### src/rtl/poh_pkg.sv
// Package: shared path-overhead row encoding.
// Assumes nine overhead rows with the parity slot in row 1 and status in row 3.
package poh_pkg;
    localparam int POH_ROWS = 9;

    typedef enum logic [3:0] {
        ROW_J1   = 4'd0,
        ROW_B3   = 4'd1,
        ROW_C2   = 4'd2,
        ROW_G1   = 4'd3,
        ROW_F2   = 4'd4,
        ROW_H4   = 4'd5,
        ROW_Z3   = 4'd6,
        ROW_Z4   = 4'd7,
        ROW_Z5   = 4'd8,
        ROW_PAST = 4'd9
    } poh_row_e;
endpackage

### src/rtl/poh_row_tracker.sv
// Module: poh_row_tracker
// Tracks which overhead row the current byte occupies. The row restarts at the
// trace position (in_first) and advances on every overhead byte.
// Assumes in_first coincides with an overhead byte. Before the first trace byte
// after reset, and after row 8, the row reads ROW_PAST.
module poh_row_tracker
    import poh_pkg::*;
(
    input  logic     clk,
    input  logic     rst_n,
    input  logic     in_spe,
    input  logic     in_first,
    input  logic     in_poh,
    output poh_row_e cur_row
);
    poh_row_e cnt_q;

    // Row of the byte now at the input.
    always_comb begin
        cur_row = in_first ? ROW_J1 : cnt_q;
    end

    // Advance the row after each overhead byte, stopping at ROW_PAST.
    always_ff @(posedge clk) begin
        if (!rst_n) begin
            cnt_q <= ROW_PAST;
        end else if (in_spe && in_poh && cur_row != ROW_PAST) begin
            cnt_q <= poh_row_e'(4'(cur_row) + 4'd1);
        end
    end

    // A trace byte always moves the next overhead byte to the parity row.
    assert_row_restart_R4: assert property (@(posedge clk) disable iff (!rst_n)
        (in_spe && in_first && in_poh) |=> (cnt_q == ROW_B3));

    // The counter never leaves the legal range.
    assert_row_range_R4: assert property (@(posedge clk) disable iff (!rst_n)
        (4'(cnt_q) <= 4'(POH_ROWS)));
endmodule

### src/rtl/bip8_accum.sv
// Module: bip8_accum
// Even-parity bit-interleaved accumulator over transmitted envelope bytes.
// At each envelope start it hands the finished parity to prev_parity and
// restarts with the start byte. Nothing accumulates before the first start.
module bip8_accum #(
    parameter int BYTE_W = 8
) (
    input  logic              clk,
    input  logic              rst_n,
    input  logic              tx_valid,
    input  logic              tx_start,
    input  logic [BYTE_W-1:0] tx_byte,
    output logic [BYTE_W-1:0] prev_parity
);
    logic              started_q;
    logic [BYTE_W-1:0] acc_q;
    logic [BYTE_W-1:0] prev_q;

    // Fold transmitted bytes into the running parity; roll over at each start.
    always_ff @(posedge clk) begin
        if (!rst_n) begin
            started_q <= 1'b0;
            acc_q     <= '0;
            prev_q    <= '0;
        end else if (tx_valid && tx_start) begin
            prev_q    <= started_q ? acc_q : '0;
            acc_q     <= tx_byte;
            started_q <= 1'b1;
        end else if (tx_valid && started_q) begin
            acc_q <= acc_q ^ tx_byte;
        end
    end

    assign prev_parity = prev_q;

    // The parity used before any envelope has completed is zero.
    assert_first_parity_zero_R1: assert property (@(posedge clk) disable iff (!rst_n)
        (!started_q) |-> (prev_q == '0 && acc_q == '0));

    // The handed-over parity changes only on an envelope start.
    assert_parity_hold_R5: assert property (@(posedge clk) disable iff (!rst_n)
        ($past(rst_n) && !$past(tx_valid && tx_start)) |-> $stable(prev_q));
endmodule

### src/rtl/g1_builder.sv
// Module: g1_builder
// Builds the status byte from the remote error count and the defect flag.
// Assumes an 8-bit byte: count in bits 7:4, flag in bit 3, zeros below.
module g1_builder #(
    parameter int REI_W   = 4,
    parameter int REI_MAX = 8
) (
    input  logic [REI_W-1:0] rei_count,
    input  logic             rei_force,
    input  logic             rdi_defect,
    input  logic             rdi_force,
    output logic [7:0]       g1_byte
);
    localparam logic [REI_W-1:0] REI_CAP = REI_W'(REI_MAX);

    logic [REI_W-1:0] rei_val;

    // Pick the forced, saturated or live error count.
    always_comb begin
        if (rei_force) begin
            rei_val = REI_CAP;
        end else if (rei_count > REI_CAP) begin
            rei_val = REI_CAP;
        end else begin
            rei_val = rei_count;
        end
    end

    // Pack the count and the defect flag.
    always_comb begin
        g1_byte = {rei_val[3:0], rdi_defect | rdi_force, 3'b000};
    end
endmodule

### src/rtl/path_parity_inserter.sv
// Module: path_parity_inserter
// Fills path-overhead slots of a transmit envelope from configuration. The
// parity slot gets the previous envelope's parity XOR a test mask, and all
// envelope bytes can be forced to all-ones. Output is registered, one cycle.
// Assumes in_first and in_poh are only meaningful with in_spe high.
module path_parity_inserter
    import poh_pkg::*;
#(
    parameter int BYTE_W  = 8,
    parameter int REI_W   = 4,
    parameter int REI_MAX = 8
) (
    input  logic              clk,
    input  logic              rst_n,
    input  logic [BYTE_W-1:0] in_byte,
    input  logic              in_spe,
    input  logic              in_first,
    input  logic              in_poh,
    input  logic [BYTE_W-1:0] cfg_j1,
    input  logic [BYTE_W-1:0] cfg_c2,
    input  logic [BYTE_W-1:0] cfg_f2,
    input  logic [BYTE_W-1:0] cfg_h4,
    input  logic [BYTE_W-1:0] cfg_z3,
    input  logic [BYTE_W-1:0] cfg_z4,
    input  logic [BYTE_W-1:0] cfg_z5,
    input  logic [BYTE_W-1:0] cfg_b3_mask,
    input  logic              rdi_defect,
    input  logic              rdi_force,
    input  logic [REI_W-1:0]  rei_count,
    input  logic              rei_force,
    input  logic              ais_force,
    output logic [BYTE_W-1:0] out_byte,
    output logic              out_spe
);
    localparam logic [BYTE_W-1:0] ALL_ONES = '1;

    poh_row_e          cur_row;
    logic [BYTE_W-1:0] prev_parity;
    logic [7:0]        g1_byte;
    logic [BYTE_W-1:0] tx_byte;
    logic [BYTE_W-1:0] out_byte_q;
    logic              out_spe_q;

    poh_row_tracker u_rows (
        .clk      (clk),
        .rst_n    (rst_n),
        .in_spe   (in_spe),
        .in_first (in_first),
        .in_poh   (in_poh),
        .cur_row  (cur_row)
    );

    bip8_accum #(.BYTE_W(BYTE_W)) u_parity (
        .clk         (clk),
        .rst_n       (rst_n),
        .tx_valid    (in_spe),
        .tx_start    (in_first),
        .tx_byte     (tx_byte),
        .prev_parity (prev_parity)
    );

    g1_builder #(.REI_W(REI_W), .REI_MAX(REI_MAX)) u_g1 (
        .rei_count  (rei_count),
        .rei_force  (rei_force),
        .rdi_defect (rdi_defect),
        .rdi_force  (rdi_force),
        .g1_byte    (g1_byte)
    );

    // Select the byte to transmit: pass-through, alarm fill or overhead slot.
    always_comb begin
        tx_byte = in_byte;
        if (in_spe) begin
            if (ais_force) begin
                tx_byte = ALL_ONES;
            end else if (in_poh) begin
                case (cur_row)
                    ROW_J1:  tx_byte = cfg_j1;
                    ROW_B3:  tx_byte = prev_parity ^ cfg_b3_mask;
                    ROW_C2:  tx_byte = cfg_c2;
                    ROW_G1:  tx_byte = BYTE_W'(g1_byte);
                    ROW_F2:  tx_byte = cfg_f2;
                    ROW_H4:  tx_byte = cfg_h4;
                    ROW_Z3:  tx_byte = cfg_z3;
                    ROW_Z4:  tx_byte = cfg_z4;
                    ROW_Z5:  tx_byte = cfg_z5;
                    default: tx_byte = in_byte;
                endcase
            end
        end
    end

    // Register the outgoing byte and its qualifier.
    always_ff @(posedge clk) begin
        if (!rst_n) begin
            out_byte_q <= '0;
            out_spe_q  <= 1'b0;
        end else begin
            out_byte_q <= tx_byte;
            out_spe_q  <= in_spe;
        end
    end

    assign out_byte = out_byte_q;
    assign out_spe  = out_spe_q;

    // Non-envelope bytes reappear unchanged one cycle later.
    assert_passthru_R2: assert property (@(posedge clk) disable iff (!rst_n)
        ($past(rst_n) && $past(!in_spe)) |-> (out_byte == $past(in_byte) && !out_spe));

    // Payload bytes are untouched without the alarm.
    assert_payload_R3: assert property (@(posedge clk) disable iff (!rst_n)
        ($past(rst_n) && $past(in_spe && !in_poh && !ais_force))
        |-> (out_byte == $past(in_byte) && out_spe));

    // The alarm fills every envelope byte with ones.
    assert_ais_fill_R9: assert property (@(posedge clk) disable iff (!rst_n)
        ($past(rst_n) && $past(in_spe && ais_force)) |-> (out_byte == ALL_ONES));

    // The parity slot carries the held parity XOR the mask.
    assert_b3_masked_R6: assert property (@(posedge clk) disable iff (!rst_n)
        ($past(rst_n) && $past(in_spe && in_poh && !ais_force && cur_row == ROW_B3))
        |-> (out_byte == $past(prev_parity ^ cfg_b3_mask)));
endmodule

### config.mk
export PLATFORM = sky130hd
export DESIGN_NAME = path_parity_inserter
export DESIGN_NICKNAME = d
export VERILOG_FILES = /design/src/rtl/poh_pkg.sv /design/src/rtl/poh_row_tracker.sv /design/src/rtl/bip8_accum.sv /design/src/rtl/g1_builder.sv /design/src/rtl/path_parity_inserter.sv
export SDC_FILE = /design/constraint.sdc
export NUM_CORES = 1
export LEC_CHECK = 0
export CAP_MARGIN = 20
export CELL_PAD_IN_SITES_DETAIL_PLACEMENT = 1
export CELL_PAD_IN_SITES_GLOBAL_PLACEMENT = 1
export CORE_ASPECT_RATIO = 1.4
export CORE_MARGIN = 2
export CORE_UTILIZATION = 34
export CTS_CLUSTER_DIAMETER = 40
export DETAILED_ROUTE_END_ITERATION = 10
export HOLD_SLACK_MARGIN = 0.1
export PLACE_DENSITY_LB_ADDON = 0.08
export SETUP_SLACK_MARGIN = 0.05
export SYNTH_ARGS = -nofsm -noshare
export SYNTH_HDL_FRONTEND = slang
export SYNTH_HIERARCHICAL = 1
export SYNTH_SLANG_ARGS = --single-unit
### constraint.sdc
create_clock -name clk -period 7.45 [get_ports clk]
set_input_delay 1.49 -clock clk [delete_from_list [all_inputs] [get_ports clk]]
set_output_delay 1.49 -clock clk [all_outputs]
set_load 0.1 [all_outputs]
==> summary.txt, run 1 <==
Core Area = 0.00685 mm²
Post-synthesis cell area = 0.00236 mm²
CP max stage delay = 0.69 ns
Outcome = finished clean
Ys async rst share = 0%
Post-synth top cells = a21oi_1 (31), dfxtp_1 (30), o21ai_0 (23)
Clk slew on worst S/H paths = 0.06 ns
Final Slew Violations = 0
Post-synth top area share = 25.4%
Buf/Inv on CP = 3
Critical Path Most Common Cell = a21oi_1
P_leak = 0.00118 µW
Register bit total from synthesis = 30
Resized Gates After CTS = 0
Clock Skew = 0.0111 ns
CTS root buffer = clkbuf_8
Worst slew pin tran = 0.999 ns
Setup crit start kind = input port
Worst R2R Start = u_rows/cnt_q[1]
First-pass GRT wire length = 12,100 µm
GRT overflow = 0
Util after Layout = 49.9%
RSZ-0062 raised after global routing = false
1st-pass router iterations = 4
Post-synth EDFFs = 0
Syn avg cell area = 8.02 µm²
Top FF cell, synth = dfxtp_1
Register share of total power = 34.9%
Switching power = 153 µW
Switching Fraction = 30.2%
DRC viols = 0
Logic gate share of total power = 32.0%
Reg-to-Reg End = u_parity/acc_q[1]
WL/cell = 16.7 µm
I/O Buffers = 93
Synthesized instance count = 295
Final #Nets = 464
Endpoints failing hold = 0
Max-cap viol count = 0
CTS tree = yes
Routability cong. = 0.797
Setup TNS = 0 ns
Final antenna-violating net count = 0
Max H-tree Level = 2
Worst Hold End = u_parity/prev_parity[1]
Final wirelength = 7900 µm
DP HPWL = 5870 µm
Area grow syn2layout = 44.5%
Slew headroom = 33.2%
Reg2reg path depth = 9
Die H = 103 µm
Crit path kind = in2reg
Final setup fails = 0
Clock Latency Late Sink = 0.28 ns
Min Tclk post-route = 4.66 ns
Layout cell share with drive strength beyond 1 = 6.88%
HP Start = u_parity/prev_parity[1]
Largest net degree at the start of global routing = 36
Total global-route track usage = 20.3%
Total die area = 0.00765 mm²
Slowest-stage cell, CP = or4b_4
Clock buffer depth = 2
Worst Hold Class = reg2reg
Post-CTS Setup Repair Bufs = 0
Area contributors post-synth = dfxtp_1 (25%), a21oi_1 (6.6%), o21ai_0 (4.9%), nor2b_1 (4.2%), a21boi_0 (4.1%)
N_diodes = 0
Crit path capture type = flip-flop
Internal = 352 µW
Vias per cell = 5.32
DIE WIDTH = 74.5 µm
Yosys Warn Count = 6
Number of global-route vias before repair = 2,441
Final period utilization = 62.6%
Clk sink count = 30
Drt first-iter violations = 69
Initial antenna violation count = 0
Dominant cell type by area after synthesis = dfxtp_1
Max Fclk = 215 MHz
Hold-fix buffers, CTS = 0
Max VDD drop = 134 µV
Cell area power density = 148 mW/mm²
Rows = 36
Hold-critical path depth = 2
CP Data Arrival Time = 4.87 ns
Top delay family on crit path = compound AO/OA/AOI/OAI gates
Count leader, synth = a21oi_1
Initial core utilization = 34.5%
Worst-path cell chain = clkdlybuf4s50_1, buf_4, nand2b_1, inv_1, or4b_4, a211oi_2, a21boi_2, a21oi_1, a21oi_1, o21ai_0, a21boi_0
Required @ worst endpoint = 7.66 ns
Crit-path max FO = 34
Cts bufs inserted = 5
Vias = 2,514
R2R setup slack = 4.50 ns
Post-synth cell types = 57
IO Count = 94
Sequential fraction of the synthesis area = 25.4%
Clock share of power = 33.1%
[worst reg2reg max path: stages (launching register included)]
cell and delay (ns):
dfxtp_1 0.35, nand2b_1 0.12, inv_1 0.35, or4b_4 0.69, a211oi_2 0.60, a21boi_2 0.29
a21oi_1 0.10, a21oi_1 0.13, o21ai_0 0.08, a21boi_0 0.16
[worst max-delay path by stage]
stage                     startpoint                 to  slack (ns)  depth (start not counted)
after floorplan             in_first  u_parity/acc_q[7]        4.04                          9
after global placement      in_first  u_parity/acc_q[1]        2.58                         11
after detailed placement    in_first  u_parity/acc_q[1]        2.46                         11
after CTS                   in_first  u_parity/acc_q[1]        2.77                         11
after global routing        in_first  u_parity/acc_q[1]        2.53                         11
final                       in_first  u_parity/acc_q[1]        2.79                         11
[power by group through the flow]
stage | Clock (µW) | Combinational (µW) | Sequential, µW
global placement | 0 | 159 | 179
global route | 181 | 174 | 177
finish | 167 | 162 | 176
detailed placement | 0 | 162 | 180
floorplan | 0 | 66.7 | 205
CTS | 173 | 163 | 176
[through the flow]
step | total power [µW] | hold slack [ns] | cell area [µm²] | cells | setup slack [ns]
final | 505 | 0.473 | 3420 | 473 | 2.79
after global routing | 532 | 0.505 | 3420 | 473 | 2.53
after CTS | 512 | 0.479 | 3420 | 473 | 2.77
after detailed placement | 341 | 0.470 | 3300 | 466 | 2.46
after global placement | 338 | 0.464 | 3300 | 466 | 2.58
after floorplan | 272 | 0.453 | 2370 | 297 | 4.04
[cell families (layout without fill, tap and decap cells)]
logic type | after synthesis | count (layout) | synth area share [%]
buffers and inverters | 33 | 114 | 8.20
and+or+nand+nor | 104 | 104 | 28.0
AOI/OAI and AO/OA | 108 | 108 | 30.3
adders and majority gates | 1 | 1 | 0.529
other | 1 | 3 | 0.159
xor gates and xnor gates | 8 | 8 | 2.96
DFF | 30 | 30 | 25.4
muxes | 10 | 10 | 4.44
[state kept, by name, indices dropped and copies added, names as in the netlist]
name                  count
out_byte                  8
out_spe                   1
u_parity/acc_q            8
u_parity/prev_parity      8
u_parity/started_q        1
u_rows/cnt_q              4
[layer usage]
layer	track usage, %	routed length [µm]	share of wire (%)
met1	26.3	3520	45
met2	35.1	3920	50
met3	3.23	411	5.2
met4	4.53	47	0.60
met5	0	0	0
[cell type report]
class / count / area (µm²)
Sequential cell: 30 / 601
Inverter: 9 / 33.8
Multi-Input combinational cell: 234 / 1580
Clock inverter: 1 / 30.0
Timing Repair Buffer: 98 / 968
Tap cell: 95 / 119
Fill cell: 847 / 3430
Clock buffer: 6 / 82.6
[placed cells by master (no fill, tap or decap), types with 2 or more instances in the layout]
| cell | synthesis | routed |
|---|---|---|
| a211oi_1 | 2 | 2 |
| a21boi_0 | 13 | 13 |
| a21boi_1 | 3 | 3 |
| a21oi_1 | 31 | 31 |
| a31oi_1 | 2 | 2 |
| a32oi_1 | 7 | 7 |
| and2_1 | 2 | 2 |
| and3_1 | 6 | 6 |
| and4_1 | 3 | 3 |
| and4b_1 | 2 | 2 |
| buf_4 | 8 | 5 |
| clkbuf_8 | 0 | 6 |
| clkdlybuf4s50_1 | 0 | 93 |
| conb_1 | 1 | 3 |
| dfxtp_1 | 30 | 30 |
| inv_1 | 9 | 9 |
| mux2_2 | 4 | 4 |
| mux2i_1 | 6 | 6 |
| nand2_1 | 14 | 14 |
| nand2b_1 | 3 | 3 |
| nand3b_1 | 10 | 10 |
| nand4_1 | 9 | 9 |
| nor2_1 | 14 | 14 |
| nor2b_1 | 16 | 14 |
| nor2b_2 | 0 | 2 |
| nor3b_1 | 9 | 9 |
| nor4_1 | 2 | 2 |
| nor4b_2 | 2 | 2 |
| o211ai_1 | 8 | 8 |
| o21a_1 | 3 | 3 |
| o21ai_0 | 23 | 23 |
| o22ai_1 | 2 | 2 |
| o2bb2ai_1 | 3 | 3 |
| or2_1 | 2 | 2 |
| or4b_2 | 2 | 2 |
| xnor2_1 | 4 | 4 |
| xor2_1 | 4 | 4 |
Note: power is estimated with default switching activity, not from simulation.
==> run 2, diff against run 1 <==
--- a/config.mk
+++ b/config.mk
@@ -10,7 +10,7 @@
 export CELL_PAD_IN_SITES_GLOBAL_PLACEMENT = 1
 export CORE_ASPECT_RATIO = 1.4
 export CORE_MARGIN = 2
-export CORE_UTILIZATION = 34
+export CORE_UTILIZATION = 28
 export CTS_CLUSTER_DIAMETER = 40
 export DETAILED_ROUTE_END_ITERATION = 10
 export HOLD_SLACK_MARGIN = 0.1
==> constraint.sdc (replaced) <==
create_clock -name clk -period 4.1 [get_ports clk]
set_input_delay 0.82 -clock clk [delete_from_list [all_inputs] [get_ports clk]]
set_output_delay 0.82 -clock clk [all_outputs]
set_load 0.1 [all_outputs]
==> run 2 against run 1 <==
Net effect: register-to-register slack worse by 3.0 ns; sequential share of layout area is 0.52 points lower; routed wire length is 6.9% higher; global-route usage is 1.8 points lower; critical path depth stayed put; total power is 95% higher; count of clock-buffer cells in the layout is 1 higher; critical path type unchanged; critical endpoint is now u_parity/acc_q[4]; highest routed layer unchanged.
==> summary.txt, run 2 (same netlist as run 1, synthesis figures left out) <==
Crit-path max FO = 11 (-68%)
Setup TNS = 0 ns (unchanged)
Worst slew pin tran = 1.01 ns (+0.0103 ns)
Area of the multi-input gates = 0.00158 mm² (unchanged)
Layout cell share with drive strength beyond 1 = 8.79% (+1.9 points)
Final antenna-violating net count = 0 (unchanged)
Max Fclk = 307 MHz
Max-cap viol count = 0 (unchanged)
Die H = 113 µm (+9.8%)
Clock Skew = 0.00188 ns (-0.00921 ns)
1st-pass router iterations = 4 (unchanged)
Worst R2R Start = u_rows/cnt_q[0]
Min Tclk post-route = 3.25 ns
R2R setup slack = 1.46 ns (-3.04 ns)
Clock buffer depth = 2 (unchanged)
Setup crit start kind = input port
Reg area = 601 µm² (unchanged)
Outcome = finished clean
Post-route cell area = 0.00352 mm² (+3.0%)
IO Count = 94 (unchanged)
Worst-path cell chain = clkdlybuf4s50_1, nand2b_1, inv_1, buf_4, or4b_2, o22ai_1, nor4_1, a21oi_1, a21oi_1, o21ai_0, a21boi_0
Final Slew Violations = 0 (unchanged)
Critical Path Sink = u_parity/acc_q[4]
Leading cell type in the layout, fill and taps excluded = clkdlybuf4s50_1
Area grow syn2layout = 48.9%
P_leak = 0.00123 µW (+5.0%)
Final wirelength = 8440 µm (+6.9%)
Post-CTS Setup Repair Bufs = 0 (unchanged)
Routability cong. = 0.861 (+8.0%)
Final #Nets = 472 (+1.7%)
Cell area power density = 280 mW/mm² (+90%)
CP Launch Point = in_first
Vias per cell = 5.16 (-3.0%)
Placed cell area = 0.00337 mm² (+2.1%)
CTS tree = yes
WL/cell = 17.3 µm (+3.4%)
Initial antenna violation count = 0 (unchanged)
Most frequent cells in the layout = clkdlybuf4s50_1 (93), a21oi_1 (31), dfxtp_1 (30)
Max H-tree Level = 2 (unchanged)
Drt first-iter violations = 70 (+1.4%)
Fill count = 979 (+16%)
Core Area = 0.00820 mm² (+20%)
N_diodes = 0 (unchanged)
Required @ worst endpoint = 4.25 ns (-3.41 ns)
Slowest-stage cell, CP = or4b_2
DIE WIDTH = 81.7 µm (+9.6%)
Total die area = 0.00921 mm² (+20%)
CP Data Arrival Time = 3.41 ns (-1.46 ns)
Rows = 39 (+8.3%)
Clk slew on worst S/H paths = 0.05 ns (about the same)
Reg-to-Reg End = u_parity/acc_q[3]
First-pass GRT wire length = 13,300 µm (+9.4%)
GRT overflow = 0 (unchanged)
Clock Latency Late Sink = 0.27 ns (about the same)
Clk sink count = 30 (unchanged)
Largest net degree at the start of global routing = 31 (-14%)
Hold-fix buffers, CTS = 0 (unchanged)
Cts bufs inserted = 5 (unchanged)
Resized Gates After CTS = 0 (unchanged)
Max VDD drop = 246 µV (+84%)
Critical Path Most Common Cell = a21oi_1
Initial core utilization = 28.8% (-5.7 points)
Endpoints failing hold = 0 (unchanged)
Number of global-route vias before repair = 2,629 (+7.7%)
DRC viols = 0 (unchanged)
Crit path capture type = flip-flop
Crit path kind = in2reg
Final setup fails = 0 (unchanged)
Vias = 2,522 (+0.32%)
I/O Buffers = 93 (unchanged)
CTS root buffer = clkbuf_16
Worst Hold Class = reg2reg
CP max stage delay = 0.65 ns (-0.04 ns)
DP HPWL = 6600 µm (+12%)
Final period utilization = 79.4%
Final hold slack = 0.478 ns (+0.00554 ns)
Slew headroom = 32.5% (-0.69 points)
RSZ-0062 raised after global routing = false
Total global-route track usage = 18.5% (-1.8 points)
Reg2reg path depth = 9 (unchanged)
run 2: cell types whose count changed in the layout (fill, tap and decap cells not counted):
cell       delta
clkbuf_8      -5
clkinv_2      +1
clkbuf_16     +5
buf_4         +8
bufinv_16     -1
clkbuf_1      +1
run 2: how the worst min path moves through the flow:
stage / start / endpoint / cells after the start
floorplan: u_parity/prev_parity[0] / u_parity/prev_parity[0] / 2
global placement: u_parity/prev_parity[5] / u_parity/prev_parity[5] / 2
detailed placement: u_parity/prev_parity[5] / u_parity/prev_parity[5] / 2
CTS: u_parity/prev_parity[5] / u_parity/prev_parity[5] / 2
global route: u_parity/prev_parity[6] / u_parity/prev_parity[6] / 2
finish: u_parity/prev_parity[5] / u_parity/prev_parity[5] / 2
run 2: where the power goes:
group	switching, µW	internal (µW)	total (µW)
clock network	125	240	366
registers	12.7	308	321
logic	158	143	301
total	296	692	987
run 2: layout make-up:
class	instances	area share, %
Multi-Input combinational cell	234	45.0
Timing Repair Buffer	106	29.2
Sequential cell	30	17.1
Clock buffer	7	4.05
Tap cell	102	3.62
Inverter	9	0.959
Clock inverter	1	0.142
run 2: critical path: cells and delay by family:
kind | cells | cell delay (ns)
AO/OA/AOI/OAI | 5 | 0.86
buffers and inverters | 3 | 0.75
AND/OR/NAND/NOR | 3 | 0.96
run 2: stage by stage:
stage               cells  worst slack (ns)  total power (µW)  utilization (%)
finish                489             0.846               987             42.9
global route          489             0.608              1040             42.9
CTS                   489             0.813              1000             42.9
detailed placement    481             0.537               629             41.1
global placement      481             0.611               625             41.1
floorplan             297              1.36               494                -
run 2: per-layer routing:
metal  up-vias  track usage, %  wire, µm
li1       1284               -         -
met1      1175            24.0      3910
met2        59            31.8      4050
met3         4            2.79       433
met4         0            4.33        52
met5         -               0         0
==> run 3, diff against run 2 <==
==> constraint.sdc (replaced) <==
create_clock -name clk -period 2.8 [get_ports clk]
set_input_delay 0.56 -clock clk [delete_from_list [all_inputs] [get_ports clk]]
set_output_delay 0.56 -clock clk [all_outputs]
set_load 0.1 [all_outputs]
==> run 3 against run 2 <==
Net effect: register-to-register slack got worse by 1.1 ns; total power up 48%; via count grew 6.5%; routed wire length is 5.5% higher; cell count up 6.1%; first-iteration DRC count fell by 26%; critical path type unchanged; sequential power up 46%; sequential share of layout area decreased by 1.1 points; worst hold slack better by 0.0014 ns; global-route usage increased by 1.0 points; sequential cell count stayed put.
==> summary.txt, run 3 (same netlist as run 1, synthesis figures left out) <==
Outcome = finished clean
CP max stage delay = 0.55 ns (-0.10 ns)
Endpoints failing hold = 0 (unchanged)
Switching Fraction = 30.6% (+0.63 points)
Routability cong. = 0.819 (-4.9%)
1st-pass router iterations = 4 (unchanged)
Switching power = 448 µW (+52%)
Max VDD drop = 323 µV (+31%)
Clk sink count = 30 (unchanged)
Max H-tree Level = 2 (unchanged)
First-pass GRT wire length = 13,900 µm (+4.6%)
Final period utilization = 89.2%
Crit path kind = in2reg
Logic gate share of total power = 33.0% (+2.5 points)
Vias = 2,685 (+6.5%)
Post-CTS Setup Repair Bufs = 0 (unchanged)
Crit path capture type = flip-flop
Number of global-route vias before repair = 2,734 (+4.0%)
Area of the multi-input gates = 0.00159 mm² (+0.47%)
Reg area = 601 µm² (unchanged)
Register share of total power = 32.1% (-0.4 points)
Final Slew Violations = 0 (unchanged)
Final wirelength = 8910 µm (+5.5%)
Min Tclk post-route = 2.50 ns
Clock Skew = 0.00347 ns (+0.00158 ns)
Core Area = 0.00820 mm² (unchanged)
Largest net degree at the start of global routing = 27 (-13%)
Resized Gates After CTS = 1 (+1)
Clk slew on worst S/H paths = 0.05 ns (about the same)
Vias per cell = 5.17 (+0.31%)
Clock share of power = 34.8% (-2.2 points)
Total power draw = 1460 µW (+48%)
Total global-route track usage = 19.5% (+1.0 points)
Fill count = 997 (+1.8%)
RSZ-0062 raised after global routing = false
Clock buffer depth = 2 (unchanged)
Worst slack, placed = -0.416 ns (-0.953 ns)
CTS root buffer = clkbuf_16
Worst slew pin tran = 0.786 ns (-0.224 ns)
Clock Latency Late Sink = 0.27 ns (about the same)
Cell area power density = 390 mW/mm² (+39%)
DIE WIDTH = 81.7 µm (unchanged)
Slew headroom = 47.5% (+15 points)
Hold-fix buffers, CTS = 0 (unchanged)
P_leak = 0.00141 µW (+14%)
Final setup fails = 0 (unchanged)
Top delay family on crit path = simple AND/OR/NAND/NOR gates
Total die area = 0.00921 mm² (unchanged)
CP Data Arrival Time = 2.65 ns (-0.76 ns)
Initial antenna violation count = 0 (unchanged)
Required @ worst endpoint = 2.95 ns (-1.30 ns)
Crit-path max FO = 15 (+4)
I/O Buffers = 93 (unchanged)
Slowest-stage cell, CP = or4b_4
Buf/Inv on CP = 4 (+1)
Area grow syn2layout = 58.8%
Final antenna-violating net count = 0 (unchanged)
Rows = 39 (unchanged)
N_diodes = 0 (unchanged)
Setup crit start kind = input port
Final Worst Setup Slack = 0.302 ns (-0.544 ns)
Critical Path Most Common Cell = a21oi_1
WL/cell = 17.2 µm (-0.56%)
Worst Hold Class = reg2reg
Setup TNS = 0 ns (unchanged)
Leading cell type in the layout, fill and taps excluded = clkdlybuf4s50_1
Drt first-iter violations = 52 (-26%)
Internal = 1020 µW (+47%)
Worst-path cell chain = clkbuf_2, nand2b_1, inv_1, or4b_4, buf_4, a31oi_4, buf_12, nor2_1, a21oi_1, a21oi_1, o21ai_0, a21boi_0
Final #Nets = 503 (+6.6%)
Initial core utilization = 28.8% (unchanged)
GRT overflow = 0 (unchanged)
Final hold slack = 0.479 ns (+0.00140 ns)
DRC viols = 0 (unchanged)
Max Fclk = 400 MHz
Max-cap viol count = 0 (unchanged)
DP HPWL = 7020 µm (+6.4%)
Die H = 113 µm (unchanged)
IO Count = 94 (unchanged)
Most frequent cells in the layout = clkdlybuf4s50_1 (83), buf_4 (50), a21oi_1 (31)
Cts bufs inserted = 5 (unchanged)
CTS tree = yes
Layout cell share with drive strength beyond 1 = 17.7% (+9.0 points)
[run 3: power by group through the flow]
stage | registers (µW) | logic [µW] | clock network, µW
after floorplan | 546 | 178 | 0
after global placement | 477 | 477 | 0
after detailed placement | 478 | 483 | 0
after CTS | 470 | 486 | 530
after global routing | 474 | 520 | 546
final | 470 | 484 | 510
[run 3: final cells by class]
class                           instances  area share, %
Timing Repair Buffer                  137           33.8
Clock buffer                            7           3.53
Sequential cell                        30           16.0
Tap cell                              102           3.40
Multi-Input combinational cell        234           42.3
Inverter                                9          0.899
[run 3: worst min-delay path, delay by kind of cell (launching register included)]
kind               cells  cell delay [ns]
DFF                    1             0.32
AOI/OAI and AO/OA      1             0.06
and+or+nand+nor        1             0.05
[run 3: per-stage QoR]
stage / instance area (µm²) / util (%) / instances
2_1_floorplan: 2370 / - / 297
3_5_place_dp: 3620 / 44.2 / 512
4_1_cts: 3750 / 45.8 / 519
5_1_grt: 3760 / 45.8 / 519
6_report: 3760 / 45.8 / 519
3_3_place_gp: 3620 / 44.2 / 512
[run 3: final timing paths]
kind                            from                 endpoint  slack, ns  depth (start not counted)
max                         in_first        u_parity/acc_q[3]       0.30                         12
min          u_parity/prev_parity[5]  u_parity/prev_parity[5]       0.48                          2
max reg2reg          u_rows/cnt_q[0]        u_parity/acc_q[3]       0.36                         11
min reg2reg  u_parity/prev_parity[5]  u_parity/prev_parity[5]       0.48                          2
[run 3: per-layer routing]
metal  track usage [%]  up-vias  routed length (µm)
li1                  -     1338                   -
met1              25.0     1278                4020
met2              33.1       63                4280
met3              3.27        6                 504
met4              6.00        0                 105
met5                 0        -                   0
